<file path="src/rtl/xsave_seq_pkg.sv">
package xsave_seq_pkg;
  localparam int NSLOT = 9;
  localparam int NEXT  = 4;
  localparam int OFF_W = 12;

  localparam int SL_X87 = 0;
  localparam int SL_CSR = 1;
  localparam int SL_SSE = 2;
  localparam int SL_EXT = 3;
  localparam int SL_HST = 7;
  localparam int SL_HCP = 8;

  localparam logic [1:0] MODE_STD = 2'd0;
  localparam logic [1:0] MODE_OPT = 2'd1;
  localparam logic [1:0] MODE_CMP = 2'd2;

  localparam logic [1:0] KIND_COMP = 2'd0;
  localparam logic [1:0] KIND_CSR  = 2'd1;
  localparam logic [1:0] KIND_HDR  = 2'd2;

  function automatic int ext_bit(int k);
    case (k)
      0: return 2;
      1: return 5;
      2: return 6;
      default: return 7;
    endcase
  endfunction

  function automatic int ext_size(int k);
    case (k)
      0: return 256;
      1: return 64;
      2: return 512;
      default: return 1024;
    endcase
  endfunction

  function automatic int ext_std_off(int k);
    case (k)
      0: return 576;
      1: return 1088;
      2: return 1152;
      default: return 1664;
    endcase
  endfunction

  function automatic logic [2:0] slot_comp(int s);
    if (s == SL_SSE) return 3'd1;
    if (s >= SL_EXT && s < SL_EXT + NEXT) return 3'(ext_bit(s - SL_EXT));
    return 3'd0;
  endfunction

  function automatic logic [1:0] slot_kind(int s);
    if (s == SL_CSR) return KIND_CSR;
    if (s >= SL_HST) return KIND_HDR;
    return KIND_COMP;
  endfunction
endpackage

</file>
<file path="src/rtl/xsave_layout.sv">
module xsave_layout
  import xsave_seq_pkg::*;
#(
  parameter int FEAT_W = 8
) (
  input  logic [FEAT_W-1:0]            rfbm_i,
  input  logic                         compact_i,
  output logic [NSLOT-1:0][OFF_W-1:0]  off_o,
  output logic [NSLOT-1:0]             act_o
);
  logic [NEXT-1:0][OFF_W-1:0] acc;
  logic unused_bits;

  assign unused_bits = ^rfbm_i[4:3];
  assign acc[0] = OFF_W'(576);

  assign off_o[SL_X87] = OFF_W'(0);
  assign off_o[SL_CSR] = OFF_W'(24);
  assign off_o[SL_SSE] = OFF_W'(160);
  assign off_o[SL_HST] = OFF_W'(512);
  assign off_o[SL_HCP] = OFF_W'(520);

  assign act_o[SL_X87] = rfbm_i[0];
  assign act_o[SL_CSR] = rfbm_i[1] | (rfbm_i[2] & ~compact_i);
  assign act_o[SL_SSE] = rfbm_i[1];
  assign act_o[SL_HST] = 1'b1;
  assign act_o[SL_HCP] = compact_i;

  for (genvar k = 0; k < NEXT; k++) begin : g_ext
    localparam int B = ext_bit(k);
    if (k < NEXT - 1) begin : g_acc
      // packed chain: only selected areas consume space
      assign acc[k+1] = acc[k] + (rfbm_i[B] ? OFF_W'(ext_size(k)) : OFF_W'(0));
    end
    assign off_o[SL_EXT+k] = compact_i ? acc[k] : OFF_W'(ext_std_off(k));
    assign act_o[SL_EXT+k] = rfbm_i[B];
  end
endmodule

</file>
<file path="src/rtl/xsave_pick.sv">
module xsave_pick #(
  parameter int N = 9
) (
  input  logic [N-1:0] req_i,
  output logic [N-1:0] onehot_o,
  output logic         any_o
);
  logic [N:0] seen;
  assign seen[0] = 1'b0;
  for (genvar i = 0; i < N; i++) begin : g_bit
    assign onehot_o[i] = req_i[i] & ~seen[i];
    assign seen[i+1]   = seen[i] | req_i[i];
  end
  assign any_o = seen[N];
endmodule

</file>
<file path="src/rtl/xsave_hdr.sv">
module xsave_hdr #(
  parameter int FEAT_W = 8,
  parameter int HDR_W  = 64
) (
  input  logic [FEAT_W-1:0] rfbm_i,
  input  logic [FEAT_W-1:0] use_i,
  input  logic [HDR_W-1:0]  old_i,
  input  logic              compact_i,
  output logic [HDR_W-1:0]  state_o,
  output logic [HDR_W-1:0]  comp_o
);
  logic [HDR_W-1:0] rfbm_x, use_x;
  assign rfbm_x  = HDR_W'(rfbm_i);
  assign use_x   = HDR_W'(use_i);
  assign state_o = compact_i ? use_x : ((old_i & ~rfbm_x) | use_x);
  assign comp_o  = rfbm_x | (HDR_W'(1) << (HDR_W - 1));
endmodule

</file>
<file path="src/rtl/xsave_seq.sv">
module xsave_seq
  import xsave_seq_pkg::*;
#(
  parameter int ADDR_W   = 64,
  parameter int FEAT_W   = 8,
  parameter int HDR_W    = 64,
  parameter int ALIGN_LG = 6
) (
  input  logic              clk_i,
  input  logic              rst_ni,
  input  logic              start_i,
  input  logic [ADDR_W-1:0] base_i,
  input  logic [FEAT_W-1:0] feat_en_i,
  input  logic [FEAT_W-1:0] feat_req_i,
  input  logic [FEAT_W-1:0] in_use_i,
  input  logic [1:0]        mode_i,
  input  logic [HDR_W-1:0]  old_state_i,
  output logic              desc_valid_o,
  input  logic              desc_ready_i,
  output logic [1:0]        desc_kind_o,
  output logic [2:0]        desc_comp_o,
  output logic [ADDR_W-1:0] desc_addr_o,
  output logic              desc_write_o,
  output logic [HDR_W-1:0]  desc_data_o,
  output logic              done_o,
  output logic              fault_o
);
  logic [NSLOT-1:0]  pend_q, act, pick_oh, pend_nx;
  logic [ADDR_W-1:0] base_q;
  logic [FEAT_W-1:0] rfbm_q, use_q, rfbm_in, rfbm_sel;
  logic [1:0]        mode_q;
  logic [HDR_W-1:0]  old_q, hdr_state, hdr_comp;
  logic              done_q, fault_q, busy, cmp_q, skip_q, cmp_sel, start_ok, fire;
  logic [NSLOT-1:0][OFF_W-1:0] off;
  logic [OFF_W-1:0]  off_sel;
  logic [1:0]        kind_sel;
  logic [2:0]        comp_sel;

  assign rfbm_in  = feat_en_i & feat_req_i;
  assign cmp_q    = (mode_q == MODE_CMP);
  assign skip_q   = (mode_q == MODE_OPT) | cmp_q;
  // idle: layout evaluates the incoming request to seed the slot set
  assign rfbm_sel = busy ? rfbm_q : rfbm_in;
  assign cmp_sel  = busy ? cmp_q : (mode_i == MODE_CMP);
  assign start_ok = start_i & ~busy;
  assign fire     = busy & desc_ready_i;
  assign pend_nx  = pend_q & ~pick_oh;

  xsave_layout #(.FEAT_W(FEAT_W)) u_layout (
    .rfbm_i   (rfbm_sel),
    .compact_i(cmp_sel),
    .off_o    (off),
    .act_o    (act)
  );

  xsave_pick #(.N(NSLOT)) u_pick (
    .req_i   (pend_q),
    .onehot_o(pick_oh),
    .any_o   (busy)
  );

  xsave_hdr #(.FEAT_W(FEAT_W), .HDR_W(HDR_W)) u_hdr (
    .rfbm_i   (rfbm_q),
    .use_i    (use_q),
    .old_i    (old_q),
    .compact_i(cmp_q),
    .state_o  (hdr_state),
    .comp_o   (hdr_comp)
  );

  always_ff @(posedge clk_i or negedge rst_ni) begin
    if (!rst_ni) begin
      pend_q  <= '0;
      base_q  <= '0;
      rfbm_q  <= '0;
      use_q   <= '0;
      mode_q  <= MODE_STD;
      old_q   <= '0;
      done_q  <= 1'b0;
      fault_q <= 1'b0;
    end else begin
      done_q  <= 1'b0;
      fault_q <= 1'b0;
      if (start_ok) begin
        if (|base_i[ALIGN_LG-1:0]) begin
          fault_q <= 1'b1;
        end else begin
          pend_q <= act;
          base_q <= base_i;
          rfbm_q <= rfbm_in;
          use_q  <= rfbm_in & in_use_i;
          mode_q <= mode_i;
          old_q  <= old_state_i;
        end
      end else if (fire) begin
        pend_q <= pend_nx;
        if (pend_nx == '0) done_q <= 1'b1;
      end
    end
  end

  always_comb begin
    off_sel  = '0;
    kind_sel = KIND_COMP;
    comp_sel = '0;
    for (int s = 0; s < NSLOT; s++) begin
      if (pick_oh[s]) begin
        off_sel  = off[s];
        kind_sel = slot_kind(s);
        comp_sel = slot_comp(s);
      end
    end
  end

  always_comb begin
    desc_data_o = '0;
    if (pick_oh[SL_HST]) desc_data_o = hdr_state;
    if (pick_oh[SL_HCP]) desc_data_o = hdr_comp;
  end

  assign desc_valid_o = busy;
  assign desc_kind_o  = kind_sel;
  assign desc_comp_o  = comp_sel;
  assign desc_addr_o  = base_q + ADDR_W'(off_sel);
  assign desc_write_o = (kind_sel != KIND_COMP) | ~skip_q | use_q[comp_sel];
  assign done_o       = done_q;
  assign fault_o      = fault_q;
endmodule

</file>
<file path="config.mk">
export PLATFORM = sky130hd
export DESIGN_NAME = xsave_seq
export DESIGN_NICKNAME = d
export VERILOG_FILES = /design/src/rtl/xsave_seq_pkg.sv /design/src/rtl/xsave_layout.sv /design/src/rtl/xsave_pick.sv /design/src/rtl/xsave_hdr.sv /design/src/rtl/xsave_seq.sv
export SDC_FILE = /design/constraint.sdc
export NUM_CORES = 1
export LEC_CHECK = 0
export ABC_AREA = 1
export BUFFER_PORTS_ARGS = -buffer_cell sky130_fd_sc_hd__buf_4
export CAP_MARGIN = 20
export CORE_MARGIN = 1
export CORE_UTILIZATION = 37
export CTS_CLUSTER_DIAMETER = 100
export DETAILED_ROUTE_END_ITERATION = 12
export GPL_ROUTABILITY_DRIVEN = 0
export SETUP_SLACK_MARGIN = 0.3
export SYNTH_ARGS = -nofsm -noshare
export SYNTH_HDL_FRONTEND = slang
export SYNTH_SLANG_ARGS = --single-unit
</file>
<file path="constraint.sdc">
create_clock -name clk_i -period 3.4 [get_ports clk_i]
set_input_delay 0.34 -clock clk_i [delete_from_list [all_inputs] [get_ports clk_i]]
set_output_delay 0.34 -clock clk_i [all_outputs]
set_load 0.01 [all_outputs]
</file>
==> key figures <==
Die
  • Die Y: 158.7 um
  • Core area: 0.02375 mm^2
  • Die Wd: 158.7 um
  • Row Count: 56
  • Starting Density: around two fifths
  • Die Area: ~0.025 mm^2
  • I/O Pins: 295

Synthesis
  • Top_reg_cell synth: dfrtp_1
  • Synthesized area: between 0.009 and 0.01 mm^2
  • Area share of the largest cell type after synthesis: approximately 43%
  • Top-count cell post-synth: nand2_1
  • Mapped Avg Cell Area: 7.077 um^2
  • Fraction of registers with async set/reset: 100.0%
  • Post-synth EDFFs: 0
  • Yosys cell types: 40
  • Net Count, Synth: 1452
  • Synth warn: 0
  • Synth top cells by count: 498 x nand2_1, 157 x dfrtp_1, 139 x nor2_1, 133 x inv_1, 61 x o21ai_0
  • Yosys reg bits: between 150 and 200
  • Sequential share of the synthesized area: 43.23%
  • Leading area contributor after synthesis: dfrtp_1
  • Cells after Synth: 1284
  • Synth top area cells: dfrtp_1 43%, nand2_1 21%, nor2_1 5.7%, inv_1 5.5%, xor2_1 3.7%

Route
  • Final wirelength: 32430 um
  • DRC errors left: 0
  • Vias per cell: 4.926
  • Wire length per cell: 16.53 um
  • Pre-Repair DR Iteration Count: 5
  • Routed via count: roughly 9700
  • 1st-iter DRT viols: 583
  • Antenna viol nets, final: 0

Clock tree
  • CTS tree: done
  • Total clock sinks: approximately 160
  • CTS Buf Count: 17
  • Worst-path clk slew: about 70 ps
  • Worst-Skew Late Latency: 440 ps
  • CTS Buffer Depth: 2
  • Root buffer cell: clkbuf_16
  • H-tree levels: 4

Critical path
  • Cell Chain, Critical Path: nor2_4 > nand4_4 > nor2_4 > buf_4 > nand2_4 > a21oi_2 > nand2_1 > o21ai_1 > nand2_1 > ha_4 > nand2_4 > nor2_4 > nand2_2 > buf_6 > o31ai_4 > buf_4 > xor2_1 > buf_4
  • Worst EP required: 3060 ps
  • Top Family by Delay on Critical Path: simple AND/OR/NAND/NOR gates
  • Buf/Inv on CP: 4
  • Crit Reg-Reg Startpoint: pend_q[0]
  • Worst setup EP type: output pin
  • Crit path max fanout: 6
  • Crit path from: pend_q[0]
  • Crit path DAT: 3520 ps
  • Critical Path End: desc_addr_o[20]
  • R2R Setup Slk: about 740 ps
  • Reg-to-reg endpoint: old_q[40]
  • Worst path slowest cell: dfrtp_1
  • Crit Path Class: register to output pin
  • CP Depth: 18
  • Worst Setup Start Kind: register
  • R2R cell count: 11
  • Max stage delay on crit path: about 410 ps

Timing
  • Post-Route Setup TNS: -16150 ps
  • Final Cycle Share: 113.4%
  • Worst-Margin Slew: 1007 ps
  • Clk_skew: 16.17 ps
  • Final max-slew violation count: 0
  • Post-route minimum period: 3855 ps
  • Worst hold slack: 85.22 ps
  • Endpoints failing setup: 56
  • Fmax: 259.4 MHz
  • Final Hold Fails: 0
  • RSZ-0062 raised after global routing: yes
  • Max-slew headroom: 32.38%
  • Setup ws final: -455.4 ps

Global routing
  • First-pass GRT wire length: roughly 50000 um
  • GRT Total Usage: between 20 and 30%
  • Total gr overflow: 0
  • Largest net degree at the start of global routing: 70
  • Initial antenna violation count: 0
  • Vias in the first global route: ~9400

Pwr
  • Combinational power share: 51.0%
  • Leakage: between 0.007 and 0.008 uW
  • Sw Share: 41.58%
  • Pwr per Cell Area: 737.7 mW/mm^2
  • Power share of the clock group: 20.4%
  • Reg power frac: 28.7%
  • Power, Total: about 10000 uW
  • Switching Power: 4151 uW
  • Peak VDD IR: 0.3886 mV
  • Internal power: between 5000 and 6000 uW

Run
  • Max-cap viol count: 0

Place
  • Dpl hpwl: 23900 um
  • IO buf count: 294

Hold path
  • Worst Hold Class: input port to register

Final layout
  • Share of cells above drive strength 1: 32.93%
  • Fin nets: ~1800
  • N_diodes: 0
  • Fill cell count: 2277
  • Synth-to-layout area growth: 48.91%

Run status
  • Status: finished with violations
  • Failing checks: negative setup slack
==> worst reg2reg max path, stage by stage (launching register included) <==
cell and delay [ps]:
dfrtp_1 410, nor2_4 140, nand4_4 120, nor2_4 190
nand3_2 110, buf_4 150, buf_4 130, nor2_2 130
nand3_4 250, inv_6 430, buf_4 360, o21ai_0 130
==> worst min path at each step <==
stage,start,endpoint,slack (ps),cells past startpoint
after global placement,rst_ni,old_q[57],340,1
after global routing,old_state_i[37],old_q[37],80,3
after CTS,old_state_i[43],old_q[43],70,3
final,old_state_i[23],old_q[23],90,3
after detailed placement,rst_ni,old_q[57],350,1
after floorplan,rst_ni,base_q[0],40,0
==> state kept, by name (all words and copies together) (netlist names) <==
signal / flops
old_q: 64
use_q: 8
pend_q: 9
mode_q: 2
base_q: 64
fault_o: 1
rfbm_q: 8
done_o: 1
==> stage by stage <==
stage                     setup WS [ps]  utilization [%]  std cells  area, um^2
after CTS                        -294.0            55.59       1950       13210
after detailed placement         -213.2            50.20       1896       11920
after global placement           -207.4            50.20       1896       11920
after global routing             -608.1            56.97       1962       13530
after floorplan                   122.0                -       1284        9201
final                            -455.4            56.97       1962       13530
==> logic make-up after synthesis <==
family,share of synthesized area [%]
flops,43.23
fa+ha+maj,1.459
xor+xnor,5.012
compound gates,6.815
simple gates,34.82
buf+inv,8.660
==> what timing repair did <==
action	in CTS	in global routing
endpoints found under the setup margin	82	59
pin swaps	41	25
buffers inserted	21	12
hold buffers	1	0
hold endpoints to repair	52	0
gates resized for setup	121	47
==> layer usage <==
layer / GRT usage, % / up-vias / share of wire, %
met1: 32.38 / 4531 / 42
met4: 7.105 / 0 / 1.9
met5: 0 / - / 0
met3: 7.184 / 44 / 8.1
li1: - / 4713 / -
met2: 41.71 / 377 / 48
==> power by group through the flow <==
stage | registers (uW) | logic, uW | clock network [uW]
after global placement | 2840 | 4330 | 0
after floorplan | 2730 | 2390 | 0
after detailed placement | 2850 | 4360 | 0
after CTS | 2840 | 4820 | 2070
final | 2860 | 5090 | 2030
after global routing | 2920 | 5520 | 2140
==> cell type report <==
cell class	instances	area [um^2]	share of cell area, %
well taps	319	399.1	2.950
flip-flops and latches	157	3929	29.03
inverters	137	520.5	3.847
repair buffers	371	2887	21.33
clock buffers	19	442.9	3.273
multi-input cells	946	5184	38.31
clock inverters	13	170.2	1.258
==> layout by cell type, fill, tap and decap left out, types with 11 or more instances in the layout <==
master | synthesis | layout
buf_6 | 6 | 13
inv_1 | 133 | 129
nand2_4 | 0 | 16
nand3_1 | 53 | 45
clkbuf_16 | 0 | 17
xnor2_2 | 0 | 11
nand2_2 | 0 | 28
nand2_1 | 498 | 453
o21ai_0 | 61 | 51
o21ai_1 | 24 | 29
nand4_1 | 25 | 25
xor2_2 | 0 | 15
nor3_1 | 26 | 21
dfrtp_1 | 157 | 157
xor2_1 | 38 | 22
buf_4 | 13 | 353
nor2_4 | 3 | 13
nor2_1 | 139 | 121
Power figures use the tool's default switching activity.
